--- config.mk ---
export PLATFORM = sky130hd
export DESIGN_NAME = irq_arbiter_top
export DESIGN_NICKNAME = d
export VERILOG_FILES = /design/src/rtl/irq_arbiter_pkg.sv /design/src/rtl/irq_regfile.sv /design/src/rtl/irq_select.sv /design/src/rtl/irq_arbiter_top.sv
export SDC_FILE = /design/constraint.sdc
export NUM_CORES = 2
export LEC_CHECK = 0
export ABC_AREA = 1
export BUFFER_PORTS_ARGS = -buffer_cell sky130_fd_sc_hd__buf_4
export CORE_ASPECT_RATIO = 1.1
export CORE_UTILIZATION = 30
export DETAILED_ROUTE_END_ITERATION = 8
export GPL_TIMING_DRIVEN = 0
export HOLD_SLACK_MARGIN = 0.03
export PLACE_DENSITY = 0.43
export SYNTH_ARGS = -nofsm -noshare
export SYNTH_HDL_FRONTEND = slang
export SYNTH_SLANG_ARGS = --single-unit
--- constraint.sdc ---
create_clock -name clk -period 149.1 [get_ports clk]
set_input_delay 14.91 -clock clk [delete_from_list [all_inputs] [get_ports clk]]
set_output_delay 14.91 -clock clk [all_outputs]
set_load 0.02 [all_outputs]
--- src/rtl/irq_arbiter_pkg.sv ---
package irq_arbiter_pkg;
  localparam int NUM_LINES = 64;
  localparam int LINE_W    = $clog2(NUM_LINES);
  localparam int HALF_W    = 32;
  localparam int CTRL_W    = 8;
  localparam int LVL_W     = 3;
  localparam int KEY_W     = 6;
  localparam int ADDR_W    = 8;

  localparam logic [ADDR_W-1:0] A_BLK_LO  = 8'h00;
  localparam logic [ADDR_W-1:0] A_BLK_HI  = 8'h01;
  localparam logic [ADDR_W-1:0] A_PEND_LO = 8'h02;
  localparam logic [ADDR_W-1:0] A_PEND_HI = 8'h03;
  localparam logic [ADDR_W-1:0] A_CTRL    = 8'h40;

  typedef logic [CTRL_W-1:0] ctrl_t;

  function automatic logic [LVL_W-1:0] ctrl_level(ctrl_t b);
    return b[5:3];
  endfunction

  function automatic logic [KEY_W-1:0] ctrl_key(ctrl_t b);
    return {b[5:3], b[2:0]};
  endfunction

  function automatic logic is_ctrl_addr(logic [ADDR_W-1:0] a);
    return a[ADDR_W-1:LINE_W] == A_CTRL[ADDR_W-1:LINE_W];
  endfunction
endpackage

--- src/rtl/irq_regfile.sv ---
module irq_regfile
  import irq_arbiter_pkg::*;
(
  input  logic                  clk,
  input  logic                  rst_n,
  input  logic                  wr,
  input  logic [ADDR_W-1:0]     addr,
  input  logic [HALF_W-1:0]     wdata,
  input  logic [NUM_LINES-1:0]  req,
  output logic [HALF_W-1:0]     rdata,
  output logic [NUM_LINES-1:0]  block,
  output ctrl_t                 ctrl [NUM_LINES]
);
  logic [HALF_W-1:0] blk_lo, blk_hi;
  logic wr_lo, wr_hi, wr_ctrl;

  assign wr_lo   = wr && addr == A_BLK_LO;
  assign wr_hi   = wr && addr == A_BLK_HI;
  assign wr_ctrl = wr && is_ctrl_addr(addr);
  assign block   = {blk_hi, blk_lo};

  always_ff @(posedge clk or negedge rst_n) begin
    if (!rst_n) begin
      blk_lo <= HALF_W'(1);
      blk_hi <= '1;
    end else begin
      if (wr_lo) blk_lo <= wdata;
      if (wr_hi) blk_hi <= wdata;
    end
  end

  for (genvar g = 0; g < NUM_LINES; g++) begin : g_ctrl
    always_ff @(posedge clk or negedge rst_n) begin
      if (!rst_n) ctrl[g] <= '0;
      else if (wr_ctrl && addr[LINE_W-1:0] == LINE_W'(g)) ctrl[g] <= wdata[CTRL_W-1:0];
    end
  end

  always_comb begin
    rdata = '0;
    if (addr == A_BLK_LO)       rdata = blk_lo;
    else if (addr == A_BLK_HI)  rdata = blk_hi;
    else if (addr == A_PEND_LO) rdata = req[HALF_W-1:0];
    else if (addr == A_PEND_HI) rdata = req[NUM_LINES-1:HALF_W];
    else if (is_ctrl_addr(addr)) rdata = HALF_W'(ctrl[addr[LINE_W-1:0]]);
  end

  assert_blk_lo_write_R2: assert property (@(posedge clk) disable iff (!rst_n)
    wr_lo |=> blk_lo == $past(wdata));
  assert_blk_hi_write_R2: assert property (@(posedge clk) disable iff (!rst_n)
    wr_hi |=> blk_hi == $past(wdata));
endmodule

--- src/rtl/irq_select.sv ---
module irq_select
  import irq_arbiter_pkg::*;
(
  input  logic [NUM_LINES-1:0] req,
  input  logic [NUM_LINES-1:0] block,
  input  ctrl_t                ctrl [NUM_LINES],
  output logic [NUM_LINES-1:0] eligible,
  output logic                 any_eligible,
  output logic [LVL_W-1:0]     win_level,
  output logic [LINE_W-1:0]    win_line
);
  logic kill_all;
  assign kill_all = block[0];

  assign eligible[0] = 1'b0;
  for (genvar g = 1; g < NUM_LINES; g++) begin : g_elig
    assign eligible[g] = req[g] && !block[g] && !kill_all && ctrl_level(ctrl[g]) != '0;
  end

  assign any_eligible = |eligible;

  always_comb begin
    logic [KEY_W-1:0] best;
    best      = '0;
    win_line  = '0;
    win_level = '0;
    for (int i = 1; i < NUM_LINES; i++) begin
      if (eligible[i] && ctrl_key(ctrl[i]) > best) begin
        best      = ctrl_key(ctrl[i]);
        win_line  = LINE_W'(i);
        win_level = ctrl_level(ctrl[i]);
      end
    end
  end
endmodule

--- src/rtl/irq_arbiter_top.sv ---
module irq_arbiter_top
  import irq_arbiter_pkg::*;
(
  input  logic                 clk,
  input  logic                 rst_n,
  input  logic [63:0]          irq_req,
  input  logic                 bus_wr,
  input  logic [7:0]           bus_addr,
  input  logic [31:0]          bus_wdata,
  output logic [31:0]          bus_rdata,
  output logic [2:0]           irq_level,
  output logic [5:0]           irq_src
);
  logic [NUM_LINES-1:0] block;
  logic [NUM_LINES-1:0] eligible;
  ctrl_t                ctrl [NUM_LINES];
  logic                 any_eligible;
  logic [LVL_W-1:0]     win_level;
  logic [LINE_W-1:0]    win_line;

  irq_regfile u_regs (
    .clk   (clk),
    .rst_n (rst_n),
    .wr    (bus_wr),
    .addr  (bus_addr),
    .wdata (bus_wdata),
    .req   (irq_req),
    .rdata (bus_rdata),
    .block (block),
    .ctrl  (ctrl)
  );

  irq_select u_sel (
    .req          (irq_req),
    .block        (block),
    .ctrl         (ctrl),
    .eligible     (eligible),
    .any_eligible (any_eligible),
    .win_level    (win_level),
    .win_line     (win_line)
  );

  always_ff @(posedge clk or negedge rst_n) begin
    if (!rst_n) begin
      irq_level <= '0;
      irq_src   <= '0;
    end else begin
      irq_level <= win_level;
      irq_src   <= win_line;
    end
  end

  assert_kill_all_R4: assert property (@(posedge clk) disable iff (!rst_n)
    block[0] |=> irq_level == '0);
  assert_request_seen_R8: assert property (@(posedge clk) disable iff (!rst_n)
    any_eligible |=> irq_level != '0);
  assert_idle_level_R11: assert property (@(posedge clk) disable iff (!rst_n)
    !any_eligible |=> irq_level == '0);
  assert_idle_src_R11: assert property (@(posedge clk) disable iff (!rst_n)
    irq_level == '0 |-> irq_src == '0);
  assert_no_line0_R10: assert property (@(posedge clk) disable iff (!rst_n)
    irq_level != '0 |-> irq_src != '0);
  assert_winner_unblocked_R3: assert property (@(posedge clk) disable iff (!rst_n)
    any_eligible |-> !block[win_line]);
endmodule

Word level (Yosys, flattened, before mapping):

Cells that the tools add are included.

* bits in registers: 585
* input port bits: 107
* output and inout bits: 41
* logic and storage cells: 844

* $lt $le $gt $ge: 64
* bitwise gates (word level): 1
* muxes and demuxes: 196
* reduce and logical (&&, ||, !) cells: 448
* equal/unequal tests: 67

Operators by type and width (count)
* two-way mux 6 bit: 94
* greater-than comparator 6 bit: 62
* logical AND 1 bit: 319
* two-way mux 3 bit: 67
* == test 6 bit (second input constant): 32
* nonzero test 3 bit: 63
* two-way mux 32 bit: 4
* == test 6 x 5 -> 1 bit (second input constant): 16
* two-way mux 5 bit: 16
* zero test 1 bit: 64
* binary-select mux 8 bit (select 6 bit): 1
* == test 6 x 4 -> 1 bit (second input constant): 8
* two-way mux 4 bit: 8
* == test 6 x 3 -> 1 bit (second input constant): 4
* two-way mux 8 bit: 3
* == test 8 x 2 -> 1 bit (second input constant): 2
* == test 6 x 2 -> 1 bit (second input constant): 2
* == test 8 x 1 -> 1 bit (second input constant): 1
* zero test 8 bit: 1
* >= comparator 7 bit (second input constant): 1
* NOT 6 -> 7 bit: 1
* == test 6 x 1 -> 1 bit (second input constant): 1
* greater-than comparator 6 x 1 -> 1 bit (second input constant): 1
* zero test 6 bit: 1
* other kinds (3): 4

Logic depth before layout (Yosys ltp):

* depth in word-level cells: 192
* mapped depth: 623

Hierarchy:

Synthesis repeated with hierarchy kept, for this count alone.

* cell total of the unflattened synthesis: 7695
* area total of the unflattened synthesis: 49551.3 um2

Modules (own cells, without submodules)
* irq_regfile: sequential area each 14455.1 um2, instances 1, area each 27794.2 um2, cells an instance 3726
* irq_select: sequential area each 0.0 um2, instances 1, area each 21531.9 um2, cells an instance 3960
* irq_arbiter_top: sequential area each 225.2 um2, instances 1, area each 225.2 um2, cells an instance 9

Worst setup path before layout:

OpenSTA, ideal clock, no wires.

* kind: input -> register
* start point: input port irq_req[1]
* end point: register irq_src[5]
* cell stages on the path: 565
* setup time: 0.134 ns
* required time: 148.966 ns
* slack: 65.931 ns
* buffers on the path: 61
* arrival time: 83.034 ns
* cells stage by stage: inv_1 -> nor3_4 -> nand2_2 -> inv_2 -> nand2_4 -> ha_1 -> nand2_1 -> nor2_1 -> nand2_1 -> nand3_4 -> nand2_4 -> clkbuf_8 -> o21ai_0 -> ha_1 -> nand2_1 -> inv_8 -> nand4_1 -> nor2_2 -> [529 not listed] -> nand2_1 -> nor2_1 -> nand3_1 -> nor2_2 -> nor2_2 -> nand2_4 -> buf_6 -> nand2_2 -> o21ai_2 -> ha_1 -> inv_1 -> nor2_1 -> nor2_1 -> o221ai_1 -> nand2_1 -> inv_1 -> nor3_1 -> nand4_1

* word-level cells in the longest chain between the ends: 191
* elaborated cells between the ends (all ways): 222

Ends and longest elaborated chain
* start, declared: line irq_arbiter_top.sv:6 `input logic [63:0] irq_req,`
* logical AND 1 bit * (3 in a row): line irq_select.sv:17 `assign eligible[g] = req[g] && !block[g] && !kill_all && ctrl_level(ctrl[g]) != '0;`
* logical AND 1 bit *: line irq_select.sv:28 `if (eligible[i] && ctrl_key(ctrl[i]) > best) begin`
* two-way mux 6 bit *: line irq_select.sv:28
* greater-than comparator 6 bit: line irq_select.sv:28
* logical AND 1 bit: line irq_select.sv:28
* two-way mux 6 bit *: line irq_select.sv:28
* greater-than comparator 6 bit: line irq_select.sv:28
* logical AND 1 bit: line irq_select.sv:28
* [174 not listed]
* two-way mux 6 bit: line irq_select.sv:28
* greater-than comparator 6 bit: line irq_select.sv:28
* logical AND 1 bit: line irq_select.sv:28
* two-way mux 6 bit: line irq_select.sv:28
* greater-than comparator 6 bit: line irq_select.sv:28
* logical AND 1 bit: line irq_select.sv:28
* two-way mux 6 bit *: line irq_select.sv:28
* via u_sel.win_line[5]: line irq_select.sv:10 `output logic [LINE_W-1:0] win_line`
* end signal, assigned: line irq_arbiter_top.sv:49 `irq_src <= win_line;`
* end, declared: line irq_arbiter_top.sv:12 `output logic [5:0] irq_src`

Mark *: on every way through the listed nets, which the timed path passes. The rest lies on a longest branch.
A chain may end at the register's enable or synchronous reset.

Worst setup path in the final report:

Ends and elaborated chain as after synthesis.

==> load_flow_metrics.sql <==
INSERT INTO impl_metrics (metric_group, metric, value, unit) VALUES
('worst_setup_path', 'worstSetupStartpoint', 'irq_req[1]', ''),
('sta', 'report.final.slew_viol_count', '114', ''),
('global_routing', 'grt_max_degree', '104', ''),
('cells_and_area', 'layout-drive-gt1-share', '15.7', '%'),
('die', 'floorplan.die.width', '373', 'um'),
('clock_network', 'clock_tree.htree_level_count', '3', ''),
('global_routing', 'grt_antenna_before_repair', '25', ''),
('worst_setup_path', 'worst_stage_delay_on_the_critical_path', '0.71', 'ns'),
('clock_network', 'ctsLongestPathBuffers', '3', ''),
('sta', 'timing_worst_slew_pin_value', '1.63', 'ns'),
('cells_and_area', 'multi_input_area', '0.0266', 'mm2'),
('global_routing', 'wire_length_of_the_first_global_routing_pass', '333', 'mm'),
('clock_network', 'clock_latency', '0.70', 'ns'),
('hold_path', 'hp-class', 'reg -> reg', ''),
('global_routing', 'globalRoute.totalOverflow', '0', ''),
('die', 'design.die.area', '0.153', 'mm2'),
('cells_and_area', 'fin_nets', '6973', ''),
('cells_and_area', 'fin_cells', '8634', ''),
('sta', 'setup_slack', '50.60', 'ns'),
('synthesis', 'synth-seq-area-share', '32.3', '%'),
('die', 'floorplan.die.height', '410', 'um'),
('clock_network', 'cts_resized', '0', ''),
('routing', 'remaining_drc_errors', '0', ''),
('die', 'fp.coreArea', '0.150', 'mm2'),
('worst_setup_path', 'criticalPathCategory', 'in -> reg', ''),
('synthesis', 'synthesis.instances', '6376', ''),
('worst_setup_path', 'critPathRequiredTime', '149.50', 'ns'),
('sta', 'final_report_hold_violation_count', '0', ''),
('worst_setup_path', 'standard_cell_with_the_maximum_stage_delay_on_the_critical_path', 'o21ai_0', ''),
('worst_setup_path', 'reg2reg_setup_slack', '64.47', 'ns'),
('worst_setup_path', 'regToRegStartpoint', 'u_regs.blk_lo[0]', ''),
('die', 'rows', '149', ''),
('sta', 'fin_worst_skew', '0.0386', 'ns'),
('sta', 'setup_viol_count_final', '0', ''),
('hold_path', 'worstHoldPathCells', '2', ''),
('cells_and_area', 'area.growth.synth_to_final', '14.3', '%'),
('clock_network', 'setup_repair_bufs_after_cts', '0', ''),
('run', 'drv_cap', '17', ''),
('clock_network', 'cts_hold_buf', '0', ''),
('routing', 'count_of_antenna_violating_nets_left_after_detailed_routing', '0', ''),
('run_status', 'status', 'finished with violations', ''),
('sta', 'final.hold.worst_slack', '0.482', 'ns'),
('clock_network', 'cts_root_buffer', 'clkbuf_16', ''),
('routing', 'detail_route.iter0.violations', '5241', ''),
('synthesis', 'synth_edf_count', '0', ''),
('synthesis', 'yosys_warnings', '0', ''),
('synthesis', 'yosys.cell_types.count', '53', ''),
('placement', 'port_buffers', '147', ''),
('clock_network', 'clkSlewWorstSetupHoldPaths', '0.06', 'ns'),
('routing', 'dr.pass1.iters', '6', ''),
('clock_network', 'clock_sink_count', '585', ''),
('hold_path', 'hp-start', 'u_regs.ctrl[360]', ''),
('routing', 'route.vias.total', '47400', ''),
('sta', 'grt_setup_unrepaired', 'false', ''),
('sta', 'final.setup.tns', '0', 'ns'),
('routing', 'routed_wirelength', '235', 'mm'),
('synthesis', 'ys_ff_latch', '585', ''),
('placement', 'pre_cts_slack', '50.32', 'ns'),
('run_status', 'failed_checks', 'capacitance limit, slew limit', ''),
('die', 'initial_core_util', '30.3', '%'),
('sta', 'timing.final.crit_period', '98.50', 'ns'),
('sta', 'final_min_period_over_clock_period', '66.1', '%'),
('worst_setup_path', 'critical_path_arrival', '98.89', 'ns'),
('worst_setup_path', 'ff2ff_path_depth', '548', ''),
('synthesis', 'post_synth_instance_area', '0.0455', 'mm2'),
('global_routing', 'first_global_vias', '44800', ''),
('sta', 'slew_headroom', '-9.39', '%'),
('synthesis', 'synthesis.nets', '6736', ''),
('sta', 'fmax', '0.0102', 'GHz'),
('clock_network', 'tritoncts_clock_tree', 'yes', ''),
('synthesis', 'async_flop_share', '100', '%');
==> final timing paths <==
check,to
worst min-delay path,u_regs.ctrl[360]
worst max register to register,irq_src[5]
min in group asynchronous,u_regs.ctrl[340]
worst max-delay path,irq_src[5]
worst min register to register,u_regs.ctrl[360]
max in group asynchronous,u_regs.ctrl[180]
==> logic make-up (layout without fill, tap and decap cells) <==
logic type | after synthesis | count (layout) | share of synthesized area [%]
AO/OA/AOI/OAI | 1537 | 1537 | 19.9
other | 0 | 3 | 0
flip-flops | 585 | 585 | 32.3
AND/OR/NAND/NOR | 3006 | 3006 | 31.6
buffers and inverters | 995 | 1287 | 9.26
adder cells (fa/ha/maj) | 253 | 253 | 6.96
==> layout by cell type (no fill, tap or decap), types with 6 or more instances in the layout <==
| master | n |
|---|---|
| o21ai_0 | 870 |
| dfstp_2 | 33 |
| nor2_4 | 32 |
| nand2_2 | 272 |
| a41oi_1 | 13 |
| clkbuf_8 | 42 |
| o21bai_1 | 116 |
| nor4_1 | 20 |
| nand4_1 | 68 |
| dfrtp_1 | 552 |
| o21ai_1 | 6 |
| a22oi_1 | 164 |
| nand2_4 | 86 |
| nand3_2 | 20 |
| a21oi_2 | 40 |
| o22ai_1 | 101 |
| ha_1 | 253 |
| o2111ai_1 | 21 |
| nor2_2 | 126 |
| clkbuf_16 | 76 |
| buf_2 | 6 |
| bufinv_16 | 7 |
| inv_2 | 50 |
| nand3_1 | 615 |
| nand2_1 | 1486 |
| inv_1 | 655 |
| o31ai_1 | 21 |
| buf_1 | 8 |
| buf_4 | 162 |
| nor2_1 | 241 |
| buf_16 | 8 |
| clkbuf_1 | 196 |
| a21oi_1 | 126 |
| clkbuf_2 | 29 |
| o311ai_0 | 36 |
| buf_6 | 18 |
| clkinv_2 | 9 |
| nor3_1 | 26 |
==> layer usage <==
| metal | track usage [%] | routed length (um) |
|---|---|---|
| met1 | 40.7 | 103000 |
| met2 | 46.4 | 102000 |
| met3 | 6.19 | 18900 |
| met4 | 12.4 | 10700 |
| met5 | 0 | 64 |
==> worst max-delay path, delay by kind of cell <==
kind	cells	cell delay (ns)
and+or+nand+nor	307	32.95
adders and majority gates	62	19.77
AOI/OAI and AO/OA	72	18.04
buffers and inverters	108	12.92
==> cell type report <==
cell class | instances | share of cell area [%]
multi-input combinational | 4796 | 51.2
sequential | 585 | 28.2
inverter | 710 | 5.16
tap | 1963 | 4.72
clock buffer | 105 | 4.17
buffer | 285 | 3.01
timing repair buffer | 160 | 2.71
clock inverter | 27 | 0.777
antenna | 3 | 0.0144
==> registers in the layout, indices dropped and copies added, names as in the netlist <==
register and count:
u_regs.ctrl 512, u_regs.blk_hi 32, u_regs.blk_lo 32, irq_src 6
irq_level 3
==> metrics by stage <==
step / instance area [um2] / util (%)
4_1_cts: 52000 / 34.6
5_1_grt: 52000 / 34.6
3_3_place_gp: 49100 / 32.7
2_1_floorplan: 45500 / -
6_report: 52000 / 34.6
3_5_place_dp: 49400 / 32.9
==> synth_stat cells, drive strengths merged, types with 68 or more instances <==
cell	number	area, um2
a21oi	167	997
nand4	68	425
clkbuf	238	1150
dfrtp	552	13800
inv	706	2660
a22oi	164	1230
nand2	1844	8250
o21bai	116	871
ha	253	3170
nor2	399	2050
nand3	637	3310
o22ai	101	632
o21ai	879	4410
Power is left out: the tool's default activity adds up to more than one toggle a clock period on the data nets, which glitch-free logic cannot reach.
